**src/rtl/spireg_pkg.sv**
```systemverilog
package spireg_pkg;
  localparam int BYTE_W = 8;
  localparam logic [3:0] OPC_PREFIX = 4'b0100;

  typedef enum logic [2:0] {
    ST_IDLE,
    ST_OPCODE,
    ST_ADDR,
    ST_DATA,
    ST_SKIP
  } phase_e;

  typedef struct packed {
    logic sampleBit;
    logic loadAddr;
    logic dataDone;
    logic isWrite;
    logic loadOut;
    logic shiftOut;
  } strobe_t;
endpackage

```
**src/rtl/spireg_sync.sv**
```systemverilog
module spireg_sync #(
  parameter int WIDTH = 3,
  parameter int STAGES = 2,
  parameter logic [WIDTH-1:0] RST_VAL = '0
) (
  input  logic             clk,
  input  logic             rstN,
  input  logic [WIDTH-1:0] din,
  output logic [WIDTH-1:0] dout
);
  for (genvar s = 0; s < STAGES; s++) begin : g_stage
    logic [WIDTH-1:0] q;
    logic [WIDTH-1:0] d;
    if (s == 0) begin : g_first
      assign d = din;
    end else begin : g_next
      assign d = g_stage[s-1].q;
    end
    always_ff @(posedge clk or negedge rstN) begin
      if (!rstN) q <= RST_VAL;
      else       q <= d;
    end
  end
  assign dout = g_stage[STAGES-1].q;
endmodule

```
**src/rtl/spireg_ctrl.sv**
```systemverilog
module spireg_ctrl
  import spireg_pkg::*;
(
  input  logic              clk,
  input  logic              rstN,
  input  logic              sckS,
  input  logic              csS,
  input  logic [2:0]        hwAddr,
  input  logic [BYTE_W-1:0] rxByte,
  output strobe_t           strb,
  output logic              misoEn,
  output logic              sckFall
);
  phase_e     phase;
  logic [2:0] bitCnt;
  logic       sckPrev, csPrev, readFrame, armed;
  logic       sckRise, csStart, csStop, byteEnd, opcodeOk, live;

  assign sckRise  = sckS & ~sckPrev;
  assign sckFall  = ~sckS & sckPrev;
  assign csStart  = ~csS & csPrev;
  assign csStop   = csS & ~csPrev;
  assign byteEnd  = sckRise && (bitCnt == 3'd7);
  assign opcodeOk = (rxByte[7:4] == OPC_PREFIX) && (rxByte[3:1] == hwAddr);
  assign live     = ~csS && (phase inside {ST_OPCODE, ST_ADDR, ST_DATA});

  always_ff @(posedge clk or negedge rstN) begin
    if (!rstN) begin
      sckPrev   <= 1'b0;
      csPrev    <= 1'b1;
      phase     <= ST_IDLE;
      bitCnt    <= '0;
      readFrame <= 1'b0;
      armed     <= 1'b0;
    end else begin
      sckPrev <= sckS;
      csPrev  <= csS;
      if (csStop) begin
        armed <= 1'b1;
        phase <= ST_IDLE;
      end else if (csStart) begin
        bitCnt    <= '0;
        readFrame <= 1'b0;
        phase     <= (armed || !sckS) ? ST_OPCODE : ST_SKIP;
      end else if (live && sckRise) begin
        bitCnt <= 3'(bitCnt + 3'd1);
        if (bitCnt == 3'd7) begin
          case (phase)
            ST_OPCODE: begin
              if (opcodeOk) begin
                phase     <= ST_ADDR;
                readFrame <= rxByte[0];
              end else begin
                phase <= ST_SKIP;
              end
            end
            ST_ADDR: phase <= ST_DATA;
            default: ;
          endcase
        end
      end
    end
  end

  always_comb begin
    strb           = '0;
    strb.sampleBit = live && sckRise;
    strb.loadAddr  = live && (phase == ST_ADDR) && byteEnd;
    strb.dataDone  = live && (phase == ST_DATA) && byteEnd;
    strb.isWrite   = ~readFrame;
    strb.loadOut   = live && (phase == ST_DATA) && readFrame && sckFall && (bitCnt == 3'd0);
    strb.shiftOut  = live && (phase == ST_DATA) && readFrame && sckFall && (bitCnt != 3'd0);
  end

  assign misoEn = ~csS && (phase == ST_DATA) && readFrame;

  AST_SKIP_SILENT: assert property (@(posedge clk) disable iff (!rstN)
    (phase == ST_SKIP) |-> (!strb.dataDone && !misoEn)) else $error("skip leak");

  AST_UNARMED_M3: assert property (@(posedge clk) disable iff (!rstN)
    (csStart && sckS && !armed) |=> (phase == ST_SKIP)) else $error("unarmed");
endmodule

```
**src/rtl/spireg_dp.sv**
```systemverilog
module spireg_dp
  import spireg_pkg::*;
#(
  parameter int ADDR_W = 5
) (
  input  logic              clk,
  input  logic              rstN,
  input  logic              mosiS,
  input  strobe_t           strb,
  input  logic [BYTE_W-1:0] regRdData,
  output logic [BYTE_W-1:0] rxByte,
  output logic [ADDR_W-1:0] regAddr,
  output logic [BYTE_W-1:0] regWrData,
  output logic              regWrEn,
  output logic              misoBit
);
  logic [BYTE_W-2:0] shiftReg;
  logic [BYTE_W-1:0] outReg;
  logic [ADDR_W-1:0] addrReg;
  logic              incPend;

  assign rxByte  = {shiftReg, mosiS};
  assign regAddr = addrReg;
  assign misoBit = outReg[BYTE_W-1];

  always_ff @(posedge clk or negedge rstN) begin
    if (!rstN) begin
      shiftReg  <= '0;
      outReg    <= '0;
      addrReg   <= '0;
      incPend   <= 1'b0;
      regWrEn   <= 1'b0;
      regWrData <= '0;
    end else begin
      incPend <= strb.dataDone;
      regWrEn <= strb.dataDone & strb.isWrite;
      if (strb.sampleBit) shiftReg <= rxByte[BYTE_W-2:0];
      if (strb.dataDone)  regWrData <= rxByte;
      if (strb.loadAddr)  addrReg <= rxByte[ADDR_W-1:0];
      else if (incPend)   addrReg <= ADDR_W'(addrReg + 1'b1);
      if (strb.loadOut)       outReg <= regRdData;
      else if (strb.shiftOut) outReg <= {outReg[BYTE_W-2:0], 1'b0};
    end
  end

  AST_WR_ONE_CYCLE: assert property (@(posedge clk) disable iff (!rstN)
    regWrEn |=> !regWrEn) else $error("long strobe");

  AST_ADDR_STEP: assert property (@(posedge clk) disable iff (!rstN)
    regWrEn |=> (regAddr == ADDR_W'($past(regAddr) + 1'b1))) else $error("no step");
endmodule

```
**src/rtl/spireg_slave.sv**
```systemverilog
module spireg_slave
  import spireg_pkg::*;
#(
  parameter int ADDR_W = 5,
  parameter int SYNC_STAGES = 2
) (
  input  logic              clk,
  input  logic              rstN,
  input  logic [2:0]        hwAddr,
  input  logic              sckIn,
  input  logic              csNIn,
  input  logic              mosiIn,
  output logic              misoData,
  output logic              misoOe,
  output logic [ADDR_W-1:0] regAddr,
  output logic [BYTE_W-1:0] regWrData,
  output logic              regWrEn,
  input  logic [BYTE_W-1:0] regRdData
);
  logic [2:0]        syncOut;
  logic              sckS, csS, mosiS, sckFall;
  logic [BYTE_W-1:0] rxByte;
  strobe_t           strb;

  spireg_sync #(.WIDTH(3), .STAGES(SYNC_STAGES), .RST_VAL(3'b010)) u_sync (
    .clk(clk), .rstN(rstN), .din({sckIn, csNIn, mosiIn}), .dout(syncOut)
  );
  assign {sckS, csS, mosiS} = syncOut;

  spireg_ctrl u_ctrl (
    .clk(clk), .rstN(rstN), .sckS(sckS), .csS(csS), .hwAddr(hwAddr),
    .rxByte(rxByte), .strb(strb), .misoEn(misoOe), .sckFall(sckFall)
  );

  spireg_dp #(.ADDR_W(ADDR_W)) u_dp (
    .clk(clk), .rstN(rstN), .mosiS(mosiS), .strb(strb), .regRdData(regRdData),
    .rxByte(rxByte), .regAddr(regAddr), .regWrData(regWrData),
    .regWrEn(regWrEn), .misoBit(misoData)
  );

  AST_HIZ_DESELECT: assert property (@(posedge clk) disable iff (!rstN)
    csS |-> !misoOe) else $error("driven while idle");

  AST_MISO_AFTER_FALL: assert property (@(posedge clk) disable iff (!rstN)
    ($past(misoOe) && misoOe && !$past(sckFall)) |-> $stable(misoData)) else $error("early change");

  AST_WR_NOT_READ: assert property (@(posedge clk) disable iff (!rstN)
    regWrEn |-> !misoOe) else $error("write in read");
endmodule

```
**config.mk**
```make
export PLATFORM = sky130hd
export DESIGN_NAME = spireg_slave
export DESIGN_NICKNAME = d
export VERILOG_FILES = /design/src/rtl/spireg_pkg.sv /design/src/rtl/spireg_sync.sv /design/src/rtl/spireg_ctrl.sv /design/src/rtl/spireg_dp.sv /design/src/rtl/spireg_slave.sv
export SDC_FILE = /design/constraint.sdc
export NUM_CORES = 1
export LEC_CHECK = 0
export BUFFER_PORTS_ARGS = -buffer_cell sky130_fd_sc_hd__buf_2
export CORE_ASPECT_RATIO = 1.5
export CORE_MARGIN = 4
export CORE_UTILIZATION = 50
export CTS_CLUSTER_DIAMETER = 200
export DETAILED_ROUTE_END_ITERATION = 12
export PLACE_DENSITY = 0.8
export SETUP_SLACK_MARGIN = 0.15
export SYNTH_ARGS = -nofsm -noshare
export SYNTH_HDL_FRONTEND = slang
export SYNTH_SLANG_ARGS = --single-unit
```
**constraint.sdc**
```tcl
create_clock -name clk -period 4.8 [get_ports clk]
set_input_delay 0.96 -clock clk [delete_from_list [all_inputs] [get_ports clk]]
set_output_delay 0.96 -clock clk [all_outputs]
set_load 0.01 [all_outputs]
```
==> impl_results.md, run 1 <==
* Post_cts resized at 0
* Worst Reg-to-Reg Cells at 4
* Worst-path clk slew at roughly 90 ps
* CTS tree: built
* Main synth FF type: dfrtp_1
* Slew Viols, Final at 0
* Final TNS setup at 0 ps
* Pre-antenna DRT Iters at 4
* Critical path class: reg2out
* Initial Utilization at 0.523
* Count of input and output buffers at 31
* Routed len/inst at between 10 and 15 um
* I/O pin count at 32
* Slew margin rel. at 0.344
* Final core occ at 0.585
* CP Max Fanout at 9
* First-pass GRT wire length at between 6 and 7 mm
* Setup Buffers After CTS at 0
* Final hold violation count at 0
* Commonest non-fill, non-tap cell in the layout: dfrtp_1
* Max-cap violation count at 0
* Worst-margin pin slew at ~1000 ps
* Critical path data required time at 3840 ps
* Clk root buf: clkbuf_8
* DRT iter0 DRCs at 42
* Cts hold-fix bufs at 0
* Register bit count reported by yosys at between 40 and 50
* Vias/cell at 5.46
* Die H at 87.1 um
* Fin nets at between 200 and 250
* Design area at 2340 um^2
* FFs w/ async S/R, synth at 1.00
* Post-Syn Area per Cell at about 12 um^2
* Filler Cell Count at between 300 and 400
* Number of global-route vias before repair at 1401
* Via count at between 1000 and 1500
* RSZ-0062 raised after global routing: no
* Total grt overflow at 0
* Fin Hold WS at approximately 360 ps
* Max frequency at roughly 460 MHz
* VDD IR max at 0.284 mV
* Yosys cell types at 43
* Gr usage total at 0.153
* Detailed placement HPWL at roughly 2.6 mm
* Worst r2r src: u_ctrl.phase[2]$_DFFE_PN0P_
* Tmin final at about 2200 ps
* Syn. warnings at 0
* Period utilisation layout at 0.457
* Clock skew at 8.93 ps
* Post-DRT Antenna Nets at 0
* Largest net degree at the start of global routing at 47
* Setup violators final at 0
* Layout cell share with drive strength beyond 1 at 0.312
* Post-route DRC at 0
* Number of flops mapped to enable cells by yosys at 0
* TritonCTS buffer count at 5
* Total power at 0.000800 W
* Status: complete, no violations
* Clk Latency, worst-skew pair at approximately 300 ps
* P&R area growth vs syn at 11.9%
* Worst Hold Launch: u_sync.g_stage[0].q[0]$_DFF_PN0_
* Most frequent cells in the layout: dfrtp_1 (43), buf_2 (31), mux2_2 (16)
* CTS Buffer Depth at 2
* Htree depth at 2
* Core region area at roughly 4000 um^2
* CP Launch Type: flip-flop
* WP data arrival at ~1200 ps
* Routability congestion estimate at 0.722
* Pwr Density at 343 nW/um^2
* Capture point of the worst reg-to-reg path: u_ctrl.bitCnt[0]$_DFFE_PN0P_
* Post-Syn Area at roughly 2100 um^2
* Hold path cells at 0
* # diodes at 0
* Die area at roughly 5300 um^2
* Post-DP Area at roughly 2200 um^2
* Main area contributors after synthesis: dfrtp_1 (52%), mux2_2 (8.6%), mux2i_1 (3.8%)
* Clk sinks at 46
* Initial antenna violation count at 0
* Hold Path Class: reg2reg
* Post-synth top area cell: dfrtp_1
* Syn Inst Count at approximately 180
* Reg2Reg Setup Slack at ~3000 ps
* CP endpoint kind: primary output
* Die Wd at 60.8 um
* Post-Route WL at around 3.5 mm
* Part of the Yosys area used for sequential elements at 0.553
* P_leak at between 1 and 1.5 nW
* Site row count at 28
* Top cell type's share of synthesized area at 0.516
* Syn_nets at 197
* Worst hold endpoint: u_sync.dout[0]$_DFF_PN0_
metal layers:
metal | vias to the layer above | routed length, um | track usage
met1 | 655 | 1470 | 0.173
met4 | 0 | 50 | 0.0690
met2 | 35 | 1810 | 0.263
met5 | - | 0 | 0
li1 | 667 | - | -
met3 | 7 | 201 | 0.0401
state kept, by name, indices dropped and copies added, names as in the netlist:
signal / count
u_ctrl.readFrame: 1
u_ctrl.sckPrev: 1
u_dp.outReg: 8
u_dp.shiftReg: 7
u_sync.dout: 3
u_ctrl.bitCnt: 3
u_dp.incPend: 1
u_dp.regWrEn: 1
u_dp.regWrData: 8
u_ctrl.armed: 1
u_ctrl.csPrev: 1
u_dp.regAddr: 5
u_ctrl.phase: 3
u_sync.g_stage.q: 3
where the power goes:
group	leakage, nW	switching (W)	internal [W]	total [W]
Sequential	0.567	0.0000392	0.000417	0.000456
Combinational	0.544	0.0000514	0.0000554	0.000107
Clock	0.0489	0.000132	0.000105	0.000238
Total	1.16	0.000223	0.000577	0.000800
cell families after synthesis:
family / count (synthesis) / synth area share
xor gates and xnor gates: 8 / 0.0336
DFF: 46 / 0.553
buffers and inverters: 16 / 0.0384
AOI/OAI and AO/OA: 29 / 0.0881
and+or+nand+nor: 46 / 0.126
adders and majority gates: 6 / 0.0360
muxes: 24 / 0.125
synth_stat cells, types with 4 or more instances:
cell,instances
dfrtp_1,43
mux2_2,16
nand2_1,15
nor2_1,9
mux2i_1,8
a21oi_1,7
inv_1,7
ha_1,6
o21ai_0,5
o21ai_1,5
nand4_1,4
xnor2_1,4
xor2_1,4
critical path, stage by stage (launching register included):
cell	delay [ps]
dfrtp_1	500
nand3_1	150
nor3_1	130
buf_2	150
how the worst max path moves through the flow:
stage | from | end | slack (ps) | cells past startpoint
floorplan | hwAddr[0] | u_ctrl.readFrame$_DFFE_PN0P_ | 3040 | 4
global placement | hwAddr[2] | u_ctrl.readFrame$_DFFE_PN0P_ | 2870 | 5
detailed placement | hwAddr[1] | u_ctrl.readFrame$_DFFE_PN0P_ | 2830 | 5
CTS | u_ctrl.phase[0]$_DFFE_PN0P_ | misoOe | 2580 | 3
global route | u_ctrl.phase[0]$_DFFE_PN0P_ | misoOe | 2520 | 3
finish | u_ctrl.phase[0]$_DFFE_PN0P_ | misoOe | 2610 | 3
cell type report:
cell class / instances / area, um^2 / area share
clock inverters: 3 / 22.5 / 0.00964
clock buffers: 5 / 68.8 / 0.0295
repair buffers: 31 / 155 / 0.0664
multi-input cells: 113 / 852 / 0.365
well taps: 45 / 56.3 / 0.0241
inverters: 7 / 26.3 / 0.0112
flip-flops and latches: 46 / 1150 / 0.494
through the flow:
step,setup slack [ps],std cells
after global routing,2520,250
final,2610,250
after CTS,2580,250
after global placement,2870,242
after detailed placement,2830,242
after floorplan,3040,175
Note: power is estimated with default switching activity, not from simulation.
==> run 2: changes to the inputs <==
--- a/config.mk
+++ b/config.mk
@@ -11,7 +11,7 @@
 export CORE_UTILIZATION = 50
 export CTS_CLUSTER_DIAMETER = 200
 export DETAILED_ROUTE_END_ITERATION = 12
-export PLACE_DENSITY = 0.8
+export PLACE_DENSITY = 0.82
 export SETUP_SLACK_MARGIN = 0.15
 export SYNTH_ARGS = -nofsm -noshare
 export SYNTH_HDL_FRONTEND = slang
==> constraint.sdc (replaced) <==
create_clock -name clk -period 1.9 [get_ports clk]
set_input_delay 0.38 -clock clk [delete_from_list [all_inputs] [get_ports clk]]
set_output_delay 0.38 -clock clk [all_outputs]
set_load 0.01 [all_outputs]
==> run 2 against run 1 <==
Compared with the run above:
- global-route usage increased by 1.6 points
- die area is the same
- utilization up 2.5 points
- worst hold slack got worse by 310 ps
- highest routed layer unchanged
- sequential power rose to 2.5 times the previous value
- total power rose to 2.7 times the previous value
- sequential cell count unchanged
- count of clock-buffer cells in the layout increased by 1
- routed wire length is 13% higher
- largest cell class unchanged
- clock power grew to 3.0 times the previous value
- clock skew down 1.7 ps
- cell count increased by 1.6%
==> impl_results.md, run 2 (synthesis gave the netlist of run 1 again) <==
* Status: complete, no violations
* CP Max Fanout at 10 (+1)
* Count of input and output buffers at 31 (unchanged)
* Layout cell share with drive strength beyond 1 at 0.359 (+0.0467)
* Total power at 0.00220 W (+170%)
* Via count at 1413 (+3.6%)
* Die area at 5290 um^2 (unchanged)
* Gr usage total at 0.169 (+0.0157)
* Fin worst setup slack at 220 ps (-2390 ps)
* Largest regs: u_dp.outReg: 8 flops, u_dp.regWrData: 8 flops, u_dp.shiftReg: 7 flops
* Slew margin rel. at 0.666 (+0.322)
* Number of global-route vias before repair at 1379 (-1.6%)
* Max-cap violation count at 0 (unchanged)
* Post-DP Area at 2290 um^2 (+1.9%)
* Fin nets at 231 (+2.2%)
* # diodes at 0 (unchanged)
* Max frequency at just under 600 MHz
* Routability congestion estimate at 0.744 (+3.1%)
* Period utilisation layout at 0.884
* Largest net degree at the start of global routing at 27 (-43%)
* Final core occ at 0.610 (+0.0251)
* Site row count at 28 (unchanged)
* Die Wd at 60.8 um (unchanged)
* Pre-antenna DRT Iters at 4 (unchanged)
* RSZ-0062 raised after global routing: yes
* Clk Latency, worst-skew pair at 290 ps (about the same)
* Total grt overflow at 0 (unchanged)
* Htree depth at 2 (unchanged)
* CP endpoint kind: flip-flop
* First-pass GRT wire length at 6.64 mm (+8.7%)
* TritonCTS buffer count at 5 (unchanged)
* CTS Buffer Depth at 2 (unchanged)
* Final TNS setup at 0 ps (unchanged)
* Routed len/inst at 15.7 um (+11%)
* Clk sinks at 46 (unchanged)
* CP Launch Type: flip-flop
* DRT iter0 DRCs at 40 (-4.8%)
* Clk root buf: clkbuf_8
* Vias/cell at 5.56 (+2.0%)
* Core region area at 3990 um^2 (unchanged)
* Die H at 87.1 um (unchanged)
* Worst-path clk slew at 80 ps (about the same)
* Tmin final at about 1700 ps
* VDD IR max at 0.610 mV (+110%)
* Commonest non-fill, non-tap cell in the layout: dfrtp_1
* Final hold violation count at 0 (unchanged)
* Post-DRT Antenna Nets at 0 (unchanged)
* Design area at 2440 um^2 (+4.3%)
* Initial antenna violation count at 0 (unchanged)
* Hold Path Class: in2async
* Pre-CTS WS at 157 ps (-2680 ps)
* P_leak at 1.20 nW (+3.1%)
* I/O pin count at 32 (unchanged)
* Setup violators final at 0 (unchanged)
* Detailed placement HPWL at 2.81 mm (+8.8%)
* Critical path class: reg2reg
* CTS tree: built
* Reg2Reg Setup Slack at 220 ps (-2750 ps)
* Pwr Density at 903 nW/um^2 (+160%)
* Slew Viols, Final at 0 (unchanged)
* Critical path data required time at 2080 ps (-1760 ps)
* Most frequent cells in the layout: dfrtp_1 (41), buf_2 (31), mux2_2 (16)
* Worst-margin pin slew at 501 ps (-484 ps)
* Post-Route WL at 3.99 mm (+13%)
* Post-route DRC at 0 (unchanged)
* Filler Cell Count at 324 (-7.4%)
* P&R area growth vs syn at 16.7%
* Cts hold-fix bufs at 0 (unchanged)
* WP data arrival at 1860 ps (+630 ps)
* Clock skew at 7.26 ps (-1.67 ps)
* Initial Utilization at 0.523 (unchanged)
==> run 2: changes by cell type in the layout (fill, tap and decap cells not counted), moves of 2 or more <==
| cell | delta |
|---|---|
| inv_6 | -2 |
| ha_1 | -2 |
| dfrtp_2 | +2 |
| buf_4 | +4 |
| dfrtp_1 | -2 |
| ha_2 | +2 |
==> run 2: cell type report <==
type	count	area, um^2	share of cell area
timing repair buffer	36	205	0.0842
multi-input combinational	113	878	0.361
clock inverter	1	30.0	0.0123
tap	45	56.3	0.0231
inverter	7	26.3	0.0108
sequential	46	1160	0.475
clock buffer	6	82.6	0.0339
==> run 2: final timing paths <==
path,start,endpoint,cells after the start
max,u_ctrl.phase[2]$_DFFE_PN0P_,u_dp.regWrData[2]$_DFFE_PN0P_,4
min,rstN,u_dp.outReg[3]$_DFFE_PN0P_,1
max reg2reg,u_ctrl.phase[2]$_DFFE_PN0P_,u_dp.regWrData[2]$_DFFE_PN0P_,4
min reg2reg,u_sync.g_stage[0].q[0]$_DFF_PN0_,u_sync.dout[0]$_DFF_PN0_,0
max in group asynchronous,rstN,u_dp.shiftReg[4]$_DFFE_PN0P_,2
min in group clk,csNIn,u_sync.g_stage[0].q[1]$_DFF_PN1_,1
==> run 2: worst max-delay path, cell delays in order, from the launching register on <==
cell     delay (ps)
dfrtp_2         460
nor4b_4         370
buf_4           180
nand4_4         210
mux2_2          350
==> run 2: metal layers <==
metal | global-route usage | vias up | part of all wire
met4 | 0.0690 | 0 | 0.018
met2 | 0.289 | 30 | 0.55
li1 | - | 679 | -
met5 | 0 | - | 0
met3 | 0.0356 | 7 | 0.042
met1 | 0.201 | 697 | 0.39
==> run 2: timing repair <==
item                       in CTS  in global routing
pin swaps                       0                  2
setup endpoints to repair       6                 23
hold endpoints to repair        0                  0
gates resized for setup         2                  6
buffers inserted                0                  1
==> run 2: metrics by stage <==
| step | hold slack, ps | instances |
|---|---|---|
| 5_1_grt | 71.5 | 254 |
| 6_report | 43.8 | 254 |
| 3_3_place_gp | 334 | 246 |
| 2_1_floorplan | 84.4 | 175 |
| 4_1_cts | 55.7 | 253 |
| 3_5_place_dp | 349 | 246 |
==> run 2: report_power, final <==
group | internal (W) | switching, W
logic | 0.000160 | 0.000164
clock network | 0.000421 | 0.000303
registers | 0.00105 | 0.0000985
total | 0.00163 | 0.000565
